$ cat src/rtl/mtt_pkg.sv
package mtt_pkg;
  localparam logic [1:0] ADDR_CTRL = 2'd0;
  localparam logic [1:0] ADDR_VLO  = 2'd1;
  localparam logic [1:0] ADDR_VHI  = 2'd2;
  localparam logic [1:0] ADDR_STAT = 2'd3;

  typedef enum logic {
    MODE_ABS = 1'b0,
    MODE_REL = 1'b1
  } mtt_mode_e;
endpackage

$ cat src/rtl/mtt_timebase.sv
module mtt_timebase #(
  parameter int MT_W = 14
) (
  input  logic            clk,
  input  logic            rst_n,
  input  logic            mt_tick,
  input  logic            cyc_start,
  output logic            adv,
  output logic [MT_W-1:0] pos_nxt
);
  logic [MT_W-1:0] pos_q;

  // cycle start returns to position zero and outranks a coinciding tick
  always_comb begin
    adv = cyc_start | mt_tick;
    if (cyc_start)    pos_nxt = '0;
    else if (mt_tick) pos_nxt = pos_q + MT_W'(1);
    else              pos_nxt = pos_q;
  end

  always_ff @(posedge clk or negedge rst_n) begin
    if (!rst_n) pos_q <= '0;
    else        pos_q <= pos_nxt;
  end
endmodule

$ cat src/rtl/mtt_regs.sv
module mtt_regs
  import mtt_pkg::*;
#(
  parameter int DW = 16
) (
  input  logic          clk,
  input  logic          rst_n,
  input  logic          wr_en,
  input  logic [1:0]    wr_addr,
  input  logic [DW-1:0] wr_data,
  input  logic          running,
  input  logic          stop,
  input  logic          rel_expire,
  output mtt_mode_e     mode,
  output logic          irq_en,
  output logic [2*DW-1:0] value,
  output logic          flag_clr
);
  localparam int VW = 2 * DW;

  logic [DW-1:0] hi_stage_q;
  logic [VW-1:0] pend_q;
  logic          pend_vld_q;
  logic          commit;
  logic          defer;
  logic [VW-1:0] new_val;

  always_comb begin
    commit   = wr_en && (wr_addr == ADDR_VLO);
    new_val  = {hi_stage_q, wr_data};
    defer    = running && (mode == MODE_REL) && !stop && !rel_expire;
    flag_clr = wr_en && (wr_addr == ADDR_STAT) && wr_data[0];
  end

  always_ff @(posedge clk or negedge rst_n) begin
    if (!rst_n) begin
      mode       <= MODE_ABS;
      irq_en     <= 1'b0;
      hi_stage_q <= '0;
      value      <= '0;
      pend_q     <= '0;
      pend_vld_q <= 1'b0;
    end else begin
      if (wr_en && (wr_addr == ADDR_CTRL)) begin
        irq_en <= wr_data[1];
        if (!running) mode <= mtt_mode_e'(wr_data[0]);
      end
      if (wr_en && (wr_addr == ADDR_VHI)) hi_stage_q <= wr_data;

      if (commit && defer) begin
        pend_q     <= new_val;
        pend_vld_q <= 1'b1;
      end else if (commit) begin
        value      <= new_val;
        pend_vld_q <= 1'b0;
      end else if (rel_expire && pend_vld_q) begin
        value      <= pend_q;
        pend_vld_q <= 1'b0;
      end else if (stop) begin
        pend_vld_q <= 1'b0;
      end
    end
  end
endmodule

$ cat src/rtl/mtt_core.sv
module mtt_core
  import mtt_pkg::*;
#(
  parameter int VW   = 32,
  parameter int MT_W = 14
) (
  input  logic            clk,
  input  logic            rst_n,
  input  logic            start,
  input  logic            stop,
  input  logic            mt_tick,
  input  logic            adv,
  input  logic [MT_W-1:0] pos_nxt,
  input  mtt_mode_e       mode,
  input  logic [VW-1:0]   value,
  input  logic            flag_clr,
  output logic            running,
  output logic            flag,
  output logic            expire,
  output logic            rel_expire
);
  logic [VW-1:0] cnt_q;
  logic          live;
  logic          abs_hit;

  always_comb begin
    live       = running && !stop && !start;
    abs_hit    = live && (mode == MODE_ABS) && adv && (pos_nxt == value[MT_W-1:0]);
    rel_expire = live && (mode == MODE_REL) && mt_tick && (cnt_q <= VW'(1));
    expire     = abs_hit | rel_expire;
  end

  always_ff @(posedge clk or negedge rst_n) begin
    if (!rst_n) begin
      running <= 1'b0;
      cnt_q   <= '0;
      flag    <= 1'b0;
    end else begin
      if (stop)        running <= 1'b0;
      else if (start)  running <= 1'b1;
      else if (expire) running <= 1'b0;

      if (start && !stop)
        cnt_q <= value;
      else if (running && !stop && mt_tick && (mode == MODE_REL))
        cnt_q <= cnt_q - VW'(1);

      if (expire)        flag <= 1'b1;
      else if (flag_clr) flag <= 1'b0;
    end
  end
endmodule

$ cat src/rtl/mt_timer.sv
module mt_timer
  import mtt_pkg::*;
#(
  parameter int DW   = 16,
  parameter int MT_W = 14
) (
  input  logic          clk,
  input  logic          rst_n,
  input  logic          wr_en,
  input  logic [1:0]    wr_addr,
  input  logic [DW-1:0] wr_data,
  input  logic          start,
  input  logic          stop,
  input  logic          mt_tick,
  input  logic          cyc_start,
  output logic          expired,
  output logic          irq,
  output logic          running
);
  localparam int VW = 2 * DW;

  logic            adv;
  logic [MT_W-1:0] pos_nxt;
  mtt_mode_e       mode_w;
  logic            irq_en_w;
  logic [VW-1:0]   value_w;
  logic            flag_clr_w;
  logic            expire_w;
  logic            rel_expire_w;

  mtt_timebase #(.MT_W(MT_W)) u_tb (
    .clk(clk), .rst_n(rst_n), .mt_tick(mt_tick), .cyc_start(cyc_start),
    .adv(adv), .pos_nxt(pos_nxt)
  );

  mtt_regs #(.DW(DW)) u_regs (
    .clk(clk), .rst_n(rst_n), .wr_en(wr_en), .wr_addr(wr_addr), .wr_data(wr_data),
    .running(running), .stop(stop), .rel_expire(rel_expire_w),
    .mode(mode_w), .irq_en(irq_en_w), .value(value_w), .flag_clr(flag_clr_w)
  );

  mtt_core #(.VW(VW), .MT_W(MT_W)) u_core (
    .clk(clk), .rst_n(rst_n), .start(start), .stop(stop), .mt_tick(mt_tick),
    .adv(adv), .pos_nxt(pos_nxt), .mode(mode_w), .value(value_w),
    .flag_clr(flag_clr_w), .running(running), .flag(expired),
    .expire(expire_w), .rel_expire(rel_expire_w)
  );

  assign irq = expired & irq_en_w;
endmodule

$ cat config.mk
export PLATFORM = sky130hd
export DESIGN_NAME = mt_timer
export DESIGN_NICKNAME = d
export VERILOG_FILES = /design/src/rtl/mtt_pkg.sv /design/src/rtl/mtt_timebase.sv /design/src/rtl/mtt_regs.sv /design/src/rtl/mtt_core.sv /design/src/rtl/mt_timer.sv
export SDC_FILE = /design/constraint.sdc
export NUM_CORES = 1
export LEC_CHECK = 0
export BUFFER_PORTS_ARGS = -buffer_cell sky130_fd_sc_hd__buf_4
export CAP_MARGIN = 40
export CORE_UTILIZATION = 45
export CTS_CLUSTER_SIZE = 28
export DETAILED_ROUTE_END_ITERATION = 8
export MAX_ROUTING_LAYER = met4
export PLACE_DENSITY_LB_ADDON = 0.08
export SLEW_MARGIN = 10
export SYNTH_ARGS = -nofsm -noshare
export SYNTH_HDL_FRONTEND = slang
export SYNTH_SLANG_ARGS = --single-unit
$ cat constraint.sdc
create_clock -name clk -period 2.42 [get_ports clk]
set_input_delay 0.484 -clock clk [delete_from_list [all_inputs] [get_ports clk]]
set_output_delay 0.484 -clock clk [all_outputs]
set_load 0.01 [all_outputs]
==> summary.md <==
| Metric | Value |
|---|---|
| Port Buffer Count | `27` |
| Worst hold path type | `primary input to flop` |
| Register bit count reported by yosys | `131` |
| Critical path data required time | `2.72 ns` |
| Power Dens Cells | `872 mW/mm²` |
| Vias after detailed routing | `4433` |
| Via density | `5.46` |
| Setup Crit Path Kind | `flop to flop` |
| Vias in the first global route | `4515` |
| Slew Viols, Final | `0` |
| Fin Clk Skew | `0.00674 ns` |
| Final Cell Area | `0.00791 mm²` |
| Die Ht | `122 µm` |
| P&R area growth vs syn | `23.0%` |
| Core area | `0.0139 mm²` |
| DP Worst Slack | `-0.0684 ns` |
| Post-synth ARST share | `100%` |
| CTS Sinks | `131` |
| Ys flop type | `dfrtp_1` |
| Max Root-Sink Buffers | `2` |
| Min-Delay Startpoint | `wr_data[7]` |
| Largest net degree at the start of global routing | `65` |
| Remaining antenna violation count | `0` |
| GR Overflow Total | `0` |
| Tot Pwr | `6.89 mW` |
| Crit path DAT | `2.74 ns` |
| Placed Cells | `773` |
| Number of enable flip-flop cells after synthesis | `0` |
| HPWL Detailed | `10000 µm` |
| Max-Cap Viols | `0` |
| # setup viols final | `14` |
| Filler instances | `1169` |
| Reg2reg start | `u_core.cnt_q[10]$_DFFE_PN0P_` |
| Initial antenna violation count | `0` |
| Synthesized area | `0.00643 mm²` |
| Unrepaired setup endpoints after global routing | `true` |
| Hold EP | `u_regs.hi_stage_q[7]$_DFFE_PN0P_` |
| CP startpoint kind | `flop` |
| Worst R2R Setup Slack | `-0.02 ns` |
| R2R depth | `9` |
| WHS Path Cells | `2` |
| Diode count | `0` |
| Leak | `3.59 nW` |
| Failing checks | `setup timing` |
| Worst-path clk slew | `0.06 ns` |
| Worst-Skew Late Latency | `0.42 ns` |
| Tcrit/Tclk final | `101%` |
| Initial cell density of the core | `46.1%` |
| R2r endpoint | `u_regs.value[7]$_DFFE_PN0P_` |
| Htree depth | `4` |
| Worst setup EP type | `flop` |
| Post-synthesis cell count | `556` |
| Net count, final | `648` |
| Total Wirelength | `14800 µm` |
| Post-synth net total | `584` |
| Row count | `43` |
| IO Count | `28` |
| Hold Violations, Final | `0` |
| Per-cell routed wire length | `18.3 µm` |
| DRC | `0` |
| Root buffer cell | `clkbuf_16` |
| Drt first pass iters | `4` |
| Slew headroom | `71.7%` |
| Ratio of cells with drive above 1 in the final layout | `35.8%` |
| Non-Filler Instances | `812` |
| CP max FO | `7` |
| Syn_area_per_cell | `11.6 µm²` |
| Num CTS Buffers | `17` |
| Highest clock rate | `410 MHz` |
| Status | `finished with violations` |
| DP Area | `0.00708 mm²` |
| Gr usage total | `22.7%` |
| Worst vdd rail ir drop | `506 µV` |
| Synth warn | `0` |
| Die X | `122 µm` |
| CTS tree | `built` |
| Sequential fraction of the synthesis area | `51.0%` |
| Yosys cell types | `50` |
| GPL Wtd Cong | `0.848` |
| Worst setup margin | `-0.0173 ns` |
| Die ar. | `0.0148 mm²` |
| Tmin final | `2.44 ns` |
| DRC marker count from the first detailed-route iteration | `208` |
| First-pass GRT wire length | `24000 µm` |
| Slew @ Worst Pin | `0.419 ns` |
[worst max-delay path: stages, from the launching register on]
cell and delay, ns:
dfrtp_1 0.39, nor4_2 0.28, buf_4 0.15, or3b_4 0.39, nor3_4 0.14, nand4_2 0.15, a21oi_4 0.24, buf_6 0.15
buf_12 0.14, mux2_4 0.30
[cell usage in the layout, fill, tap and decap left out, types with 4 or more instances in the layout]
cell       count
nor2b_1       12
or4_1          4
a21oi_1        7
nor2_1        26
a211oi_1       4
clkbuf_16     17
nor4_1        10
nand3_1        4
buf_6          4
o21ai_0       39
mux2_4        29
or3_1         13
nand3b_1       4
nand2_1       44
mux2_2        84
buf_12         5
inv_1          8
nand4_1       13
dfrtp_1      131
buf_4         60
nor3_1        11
xor2_1         9
clkbuf_8       4
xnor2_1       30
mux2i_1        8
[worst max path at each step]
| stage | from | end | slack [ns] | cells past startpoint |
|---|---|---|---|---|
| 2_1_floorplan | u_core.cnt_q[2]$_DFFE_PN0P_ | u_regs.value[23]$_DFFE_PN0P_ | -0.1 | 9 |
| 3_3_place_gp | u_core.cnt_q[11]$_DFFE_PN0P_ | u_regs.value[1]$_DFFE_PN0P_ | -0.02 | 8 |
| 3_5_place_dp | u_core.cnt_q[11]$_DFFE_PN0P_ | u_regs.value[7]$_DFFE_PN0P_ | -0.07 | 8 |
| 4_1_cts | u_core.cnt_q[10]$_DFFE_PN0P_ | u_regs.value[6]$_DFFE_PN0P_ | -0.06 | 8 |
| 5_1_grt | u_core.cnt_q[10]$_DFFE_PN0P_ | u_regs.value[9]$_DFFE_PN0P_ | -0.09 | 9 |
| 6_report | u_core.cnt_q[10]$_DFFE_PN0P_ | u_regs.value[7]$_DFFE_PN0P_ | -0.02 | 9 |
[power by group]
group	leakage, nW	internal [mW]	switching (mW)
sequential	1.74	2.60	0.310
clock	0.289	1.62	0.906
combinational	1.57	0.818	0.639
total	3.59	5.04	1.86
[cells by family (layout without fill, tap and decap cells)]
kind of cell / Yosys count / after routing / synth area share (%)
and+or+nand+nor: 166 / 166 / 13.9
DFF: 131 / 131 / 51.0
muxes: 122 / 122 / 21.2
AOI/OAI and AO/OA: 60 / 60 / 5.39
xor gates and xnor gates: 39 / 39 / 5.31
buffers and inverters: 35 / 111 / 2.59
adders and majority gates: 3 / 3 / 0.584
[cell type report]
cell class	instances	area, µm²	share of cell area [%]
inverters	8	30.0	0.380
flip-flops and latches	131	3280	41.5
clock inverters	8	100	1.27
repair buffers	72	648	8.20
clock buffers	23	488	6.17
well taps	180	225	2.85
multi-input cells	390	3140	39.7
[timing repair]
action | 4_1_cts | 5_1_grt
buffers inserted | 3 | 3
endpoints found under the setup margin | 62 | 67
hold endpoints to repair | 37 | 0
gates resized for setup | 29 | 11
gates cloned | 2 | 0
hold buffers | 1 | 0
pin swaps | 2 | 0
[state kept, by name, indices dropped and copies added (netlist names)]
register and count:
u_core.cnt_q 32, u_core.flag 1, u_core.running 1, u_regs.hi_stage_q 16, u_regs.irq_en 1, u_regs.mode 1, u_regs.pend_q 32, u_regs.pend_vld_q 1
u_regs.value 32, u_tb.pos_q 14
[metrics by stage]
step	hold slack [ns]	utilization (%)	TNS [ns]
after floorplan	0.188	-	-4.51
after global placement	0.418	50.8	-0.191
after detailed placement	0.425	50.8	-2.66
after CTS	0.297	56.5	-0.836
after global routing	0.304	56.7	-3.10
final	0.318	56.7	-0.133
[cell usage after synthesis (all sizes together) (8+ instances only)]
cell    count  area share (%)
dfrtp     131              51
mux2      114              20
nand2      44             2.6
o21ai      40             3.1
xnor2      30             4.1
nor2       26             1.5
clkbuf     17            0.99
nand4      14             1.5
or3        14             1.4
nor2b      13             1.3
nor4       13             1.4
nor3       12             1.0
buf        10             1.1
xor2        9             1.2
a21oi       8            0.80
inv         8            0.47
mux2i       8             1.2
[routing by layer]
layer / wire length (µm) / part of all wire (%) / GRT usage, % / up-vias
li1: - / - / - / 2121
met1: 7110 / 48 / 30.2 / 2228
met2: 6990 / 47 / 33.9 / 74
met3: 561 / 3.8 / 5.29 / 10
met4: 187 / 1.3 / 8.10 / 0
met5: 0 / 0 / - / -
No activity file was read; power rests on OpenSTA's default activity.
